**src/rtl/sxc_pkg.sv**
```systemverilog
package sxc_pkg;
  typedef enum logic [1:0] {
    BR_PLAIN  = 2'd0,
    BR_NSCALL = 2'd1,
    BR_NSRET  = 2'd2,
    BR_RSVD   = 2'd3
  } br_kind_e;
endpackage

```
**src/rtl/sxc_ret_stack.sv**
```systemverilog
module sxc_ret_stack #(
  parameter int AW    = 32,
  parameter int DEPTH = 8,
  localparam int CW   = $clog2(DEPTH + 1)
) (
  input  logic          clk,
  input  logic          rst_n,
  input  logic          push,
  input  logic          pop,
  input  logic [AW-1:0] push_data,
  output logic [AW-1:0] top_data,
  output logic          full,
  output logic          empty,
  output logic [CW-1:0] level
);
  logic [AW-1:0] slot [DEPTH];
  logic [CW-1:0] cnt_q;

  assign full  = (cnt_q == CW'(DEPTH));
  assign empty = (cnt_q == '0);
  assign level = cnt_q;

  always_ff @(posedge clk) begin
    if (!rst_n)                cnt_q <= '0;
    else if (push && !full)    cnt_q <= cnt_q + 1'b1;
    else if (pop && !empty)    cnt_q <= cnt_q - 1'b1;
  end

  // one register per slot, written when the level points at it
  for (genvar i = 0; i < DEPTH; i++) begin : g_slot
    always_ff @(posedge clk) begin
      if (push && !full && cnt_q == CW'(i)) slot[i] <= push_data;
    end
  end

  always_comb begin
    top_data = '0;
    for (int i = 0; i < DEPTH; i++)
      if (cnt_q == CW'(i + 1)) top_data = slot[i];
  end
endmodule

```
**src/rtl/sxc_decide.sv**
```systemverilog
module sxc_decide
  import sxc_pkg::*;
#(
  parameter int            AW        = 32,
  parameter logic [AW-1:0] RET_MAGIC = 32'hFEFF_FFFF
) (
  input  logic          valid,
  input  logic          cur_sec,
  input  br_kind_e      kind,
  input  logic [AW-1:0] target,
  input  logic          gateway,
  input  logic          attr_sec,
  input  logic          attr_nsc,
  input  logic          stk_full,
  input  logic          stk_empty,
  input  logic [AW-1:0] stk_top,
  output logic          nxt_sec,
  output logic          redir,
  output logic [AW-1:0] redir_pc,
  output logic          fault,
  output logic          push,
  output logic          pop
);
  logic is_magic, tgt_guarded;
  assign is_magic    = (target == RET_MAGIC);
  assign tgt_guarded = attr_sec | attr_nsc;

  always_comb begin
    nxt_sec  = cur_sec;
    redir    = 1'b0;
    redir_pc = target;
    fault    = 1'b0;
    push     = 1'b0;
    pop      = 1'b0;
    if (valid) begin
      if (cur_sec) begin
        unique case (kind)
          BR_PLAIN:  if (is_magic) fault = 1'b1; else redir = 1'b1;
          BR_NSCALL: if (stk_full) fault = 1'b1;
                     else begin push = 1'b1; nxt_sec = 1'b0; redir = 1'b1; end
          BR_NSRET:  begin nxt_sec = 1'b0; redir = 1'b1; end
          default:   fault = 1'b1;
        endcase
      end else begin
        unique case (kind)
          BR_PLAIN: begin
            if (is_magic) begin
              if (stk_empty) fault = 1'b1;
              else begin
                pop = 1'b1; nxt_sec = 1'b1; redir = 1'b1; redir_pc = stk_top;
              end
            end else if (tgt_guarded) begin
              if (attr_nsc && gateway) begin nxt_sec = 1'b1; redir = 1'b1; end
              else fault = 1'b1;
            end else redir = 1'b1;
          end
          default: fault = 1'b1;
        endcase
      end
    end
  end
endmodule

```
**src/rtl/sxc_ctrl.sv**
```systemverilog
module sxc_ctrl
  import sxc_pkg::*;
#(
  parameter int            AW        = 32,
  parameter int            DEPTH     = 8,
  parameter logic [AW-1:0] RET_MAGIC = 32'hFEFF_FFFF,
  localparam int           CW        = $clog2(DEPTH + 1)
) (
  input  logic          clk,
  input  logic          rst_n,
  input  logic          br_valid,
  output logic          br_ready,
  input  logic [1:0]    br_kind,
  input  logic [AW-1:0] br_target,
  input  logic          br_gateway,
  input  logic [AW-1:0] br_ret_addr,
  input  logic          attr_secure,
  input  logic          attr_nsc,
  output logic          sec_state,
  output logic          pc_valid,
  output logic [AW-1:0] pc_out,
  output logic          fault
);
  logic          sec_q, pv_q, flt_q;
  logic [AW-1:0] pc_q;
  logic          d_sec, d_redir, d_fault, d_push, d_pop;
  logic [AW-1:0] d_pc, stk_top;
  logic          stk_full, stk_empty;
  logic [CW-1:0] stk_level;
  logic          accept;

  assign br_ready = 1'b1;
  assign accept   = br_valid & br_ready;

  sxc_ret_stack #(.AW(AW), .DEPTH(DEPTH)) u_stk (
    .clk(clk), .rst_n(rst_n), .push(d_push), .pop(d_pop),
    .push_data(br_ret_addr), .top_data(stk_top),
    .full(stk_full), .empty(stk_empty), .level(stk_level)
  );

  sxc_decide #(.AW(AW), .RET_MAGIC(RET_MAGIC)) u_dec (
    .valid(accept), .cur_sec(sec_q), .kind(br_kind_e'(br_kind)),
    .target(br_target), .gateway(br_gateway),
    .attr_sec(attr_secure), .attr_nsc(attr_nsc),
    .stk_full(stk_full), .stk_empty(stk_empty), .stk_top(stk_top),
    .nxt_sec(d_sec), .redir(d_redir), .redir_pc(d_pc),
    .fault(d_fault), .push(d_push), .pop(d_pop)
  );

  always_ff @(posedge clk) begin
    if (!rst_n) begin
      sec_q <= 1'b1;
      pv_q  <= 1'b0;
      flt_q <= 1'b0;
      pc_q  <= '0;
    end else begin
      sec_q <= d_sec;
      pv_q  <= d_redir;
      flt_q <= d_fault;
      if (d_redir) pc_q <= d_pc;
    end
  end

  assign sec_state = sec_q;
  assign pc_valid  = pv_q;
  assign pc_out    = pc_q;
  assign fault     = flt_q;
endmodule

```
**config.mk**
```make
export PLATFORM = sky130hd
export DESIGN_NAME = sxc_ctrl
export DESIGN_NICKNAME = d
export VERILOG_FILES = /design/src/rtl/sxc_pkg.sv /design/src/rtl/sxc_ret_stack.sv /design/src/rtl/sxc_decide.sv /design/src/rtl/sxc_ctrl.sv
export SDC_FILE = /design/constraint.sdc
export NUM_CORES = 1
export LEC_CHECK = 0
export BUFFER_PORTS_ARGS = -buffer_cell sky130_fd_sc_hd__buf_2
export CAP_MARGIN = 40
export CORE_ASPECT_RATIO = 1.1
export CORE_MARGIN = 1.5
export CORE_UTILIZATION = 59
export DETAILED_ROUTE_END_ITERATION = 6
export PLACE_DENSITY_LB_ADDON = 0.1
export RECOVER_POWER = 50
export SLEW_MARGIN = 20
export SYNTH_ARGS = -nofsm -noshare
export SYNTH_HDL_FRONTEND = slang
export SYNTH_HIERARCHICAL = 1
export SYNTH_SLANG_ARGS = --single-unit
```
**constraint.sdc**
```tcl
create_clock -name clk -period 4.3 [get_ports clk]
set_clock_uncertainty 0.1 [all_clocks]
set_input_delay 0.645 -clock clk [delete_from_list [all_inputs] [get_ports clk]]
set_output_delay 0.645 -clock clk [all_outputs]
set_load 0.01 [all_outputs]
```
==> flow_summary.yaml <==
outcome:
  status: "complete, no violations"
route:
  drt_iter0_drc: 847
  wl_met2_mm: 13.6
  wl_met1_mm: 12.6
  ant_nets: 0
  viasPerCell: 6.25
  wl_per_cell_um: 23.1
  drt_wl_total_mm: 29.5
  vias: 7992
  drtPass1Iterations: 5
  top_layer_used: "met4"
  dr_wl_met3_mm: 2.74
  drc: 0
die:
  rows: 55
  fp.dieH_um: 154
  core_area_um2: 20400
  die_width_um: 140
  ioPinCount: 108
  dieArea_um2: 21600
  start_util: 0.599
placement:
  gp_congestion: 0.871
  place_area_um2: 13100
  io_buffer_count: 106
  place_hpwl_mm: 18.1
  placed_cells: 1225
  pre_cts_ws_ns: 1.06
clock_tree:
  htree_levels: 1
  clk_pin_slew_ns: 0.06
  cts_tree: "done"
  cts-root-buf: "clkbuf_16"
  cts.path.max_buffers: 3
  clkSinkCount: 295
  cts_buffers: 29
  clk_latency_ns: 0.54
  postCtsSetupBuffers: 0
  cts.repair.resized: 0
  cts_hold_buf: 0
power_and_ir_drop:
  p_total_mw: 5.97
  vdd_ir_drop_max_uv: 379
  powerDensity_nw_per_um2: 428
  power_leakage_nw: 4.52
sta:
  holdWs_ns: 0.369
  post-route-min-period_ns: 3.28
  finalCritPeriodShare: 0.763
  max-slew-margin-rel: 0.565
  rsz0062_at_grt: "false"
  layout_setup_ws_ns: 1.02
  max_freq_mhz: 305
  finalSetupTns_ns: 0
  hold_viol_final: 0
  maxSlewViolCount: 0
  setup_viol: 0
  worst_pin_slew_ns: 0.652
global_route:
  grt_antenna_before_repair: 0
  grt_pass1_vias: 7724
  grt_max_degree: 76
  grt_util_all_layers: 0.276
  grt-ovfl-total: 0
  grt_pass1_wl_mm: 45.0
finish:
  fin_util: 0.683
  layout-drive-gt1-share: 0.129
  syn2layout_area_growth_pct: 13.9
  fin_nets: 1077
  finish.instance_area_um2: 13900
  diodes: 0
  fin_cells: 1279
critical_path:
  end_kind: "flip-flop"
  required_ns: 4.63
  path_max_fanout: 41
  cp_data_arrival_time_ns: 3.61
  criticalPathCategory: "flip-flop to flip-flop"
  start_kind: "flip-flop"
synthesis:
  yosys_most_used_dff: "edfxtp_1"
  synth_top_area_frac: 0.628
  synthCells: 904
  synth_most_common_cell: "edfxtp_1"
  ys_warn_count: 6
  synth-seq-area-share: 0.691
  synth_seq_cells: 295
  avgSynthCellArea_um2: 13.5
  synth.distinct_cells: 59
  syn_area_um2: 12200
  synth_nets: 980
  ys_top_cells_by_count: "edfxtp_1 (256), nand2_1 (73), a21oi_1 (66)"
  synth-edff-count: 256
  ys_top_cells_by_area: "edfxtp_1 (63%), dfxtp_1 (6.4%), a21oi_1 (2.7%)"
  ys_async_sr_fraction: 0
  synth_top_cell_by_area: "edfxtp_1"
flow_run:
  maxCapViolations: 0
worst_hold_path:
  hold_path_class: "primary input to flip-flop"
-- path summary, 6_finish.rpt --
check	to	slack, ns	cells after the start	startpoint
hold reg to reg	pc_out[5]	0.42	2	pc_out[5]
setup / recovery	pc_out[15]	1.02	11	u_stk/level[0]
setup reg to reg	pc_out[15]	1.02	11	u_stk/level[0]
hold / removal	u_stk/slot[0][71]	0.37	1	br_ret_addr[7]
-- placed cells by master (no fill, tap or decap), drive strengths merged, types with 4 or more instances in the layout --
master    n
a21oi    67
a31oi    30
and3      9
buf      65
clkbuf  114
clkinv    4
dfxtp    39
edfxtp  256
ha        4
inv      11
mux2      5
mux2i    33
nand2    74
nand2b   33
nand3    33
nand4     9
nor2      7
nor2b    36
o211ai   31
o21a     27
o21ai    59
o22ai    30
-- kinds of logic (layout without fill, tap and decap cells) --
family | count (synthesis) | after routing | synth area share
fa+ha+maj | 4 | 4 | 0.00409
simple gates | 218 | 218 | 0.0955
other cells | 1 | 1 | 0.000306
mux | 38 | 38 | 0.0325
buf+inv | 77 | 196 | 0.0379
compound gates | 270 | 270 | 0.138
xor+xnor | 1 | 1 | 0.000715
flops | 295 | 295 | 0.691
-- layout make-up --
cell class	count	area (um2)
Inverter	11	41.3
Multi-Input combinational cell	532	3350
Timing Repair Buffer	132	815
Clock inverter	6	78.8
Fill cell	1491	6490
Tap cell	256	320
Clock buffer	47	876
Sequential cell	295	8470
-- metal layers --
layer  global-route usage  vias up
li1                     -     3646
met1                0.405     3894
met2                0.430      412
met3               0.0445       40
met4               0.0787        0
met5                    0        -
-- critical path, cell delays in order (launching register included) --
cell      delay, ns
dfxtp_1        0.43
inv_1          0.13
ha_1           0.23
buf_4          0.29
and2_0         0.23
nand2b_1       0.16
nor4_1         0.31
nand3_2        0.38
buf_4          0.37
mux2_4         0.32
mux2i_1        0.13
nor2b_1        0.06
-- registers in the layout, summed over array words and instances, names as in the netlist --
register     cells
pc_valid         1
sec_state        1
u_stk/slot     256
fault            1
u_stk/level      4
pc_out          32
-- report_power, final --
part | leakage [nW] | internal, mW | switching, mW
Combinational | 1.43 | 0.112 | 0.191
Sequential | 2.62 | 3.14 | 0.0161
Clock | 0.467 | 1.50 | 1.01
No activity file was read; power rests on OpenSTA's default activity.
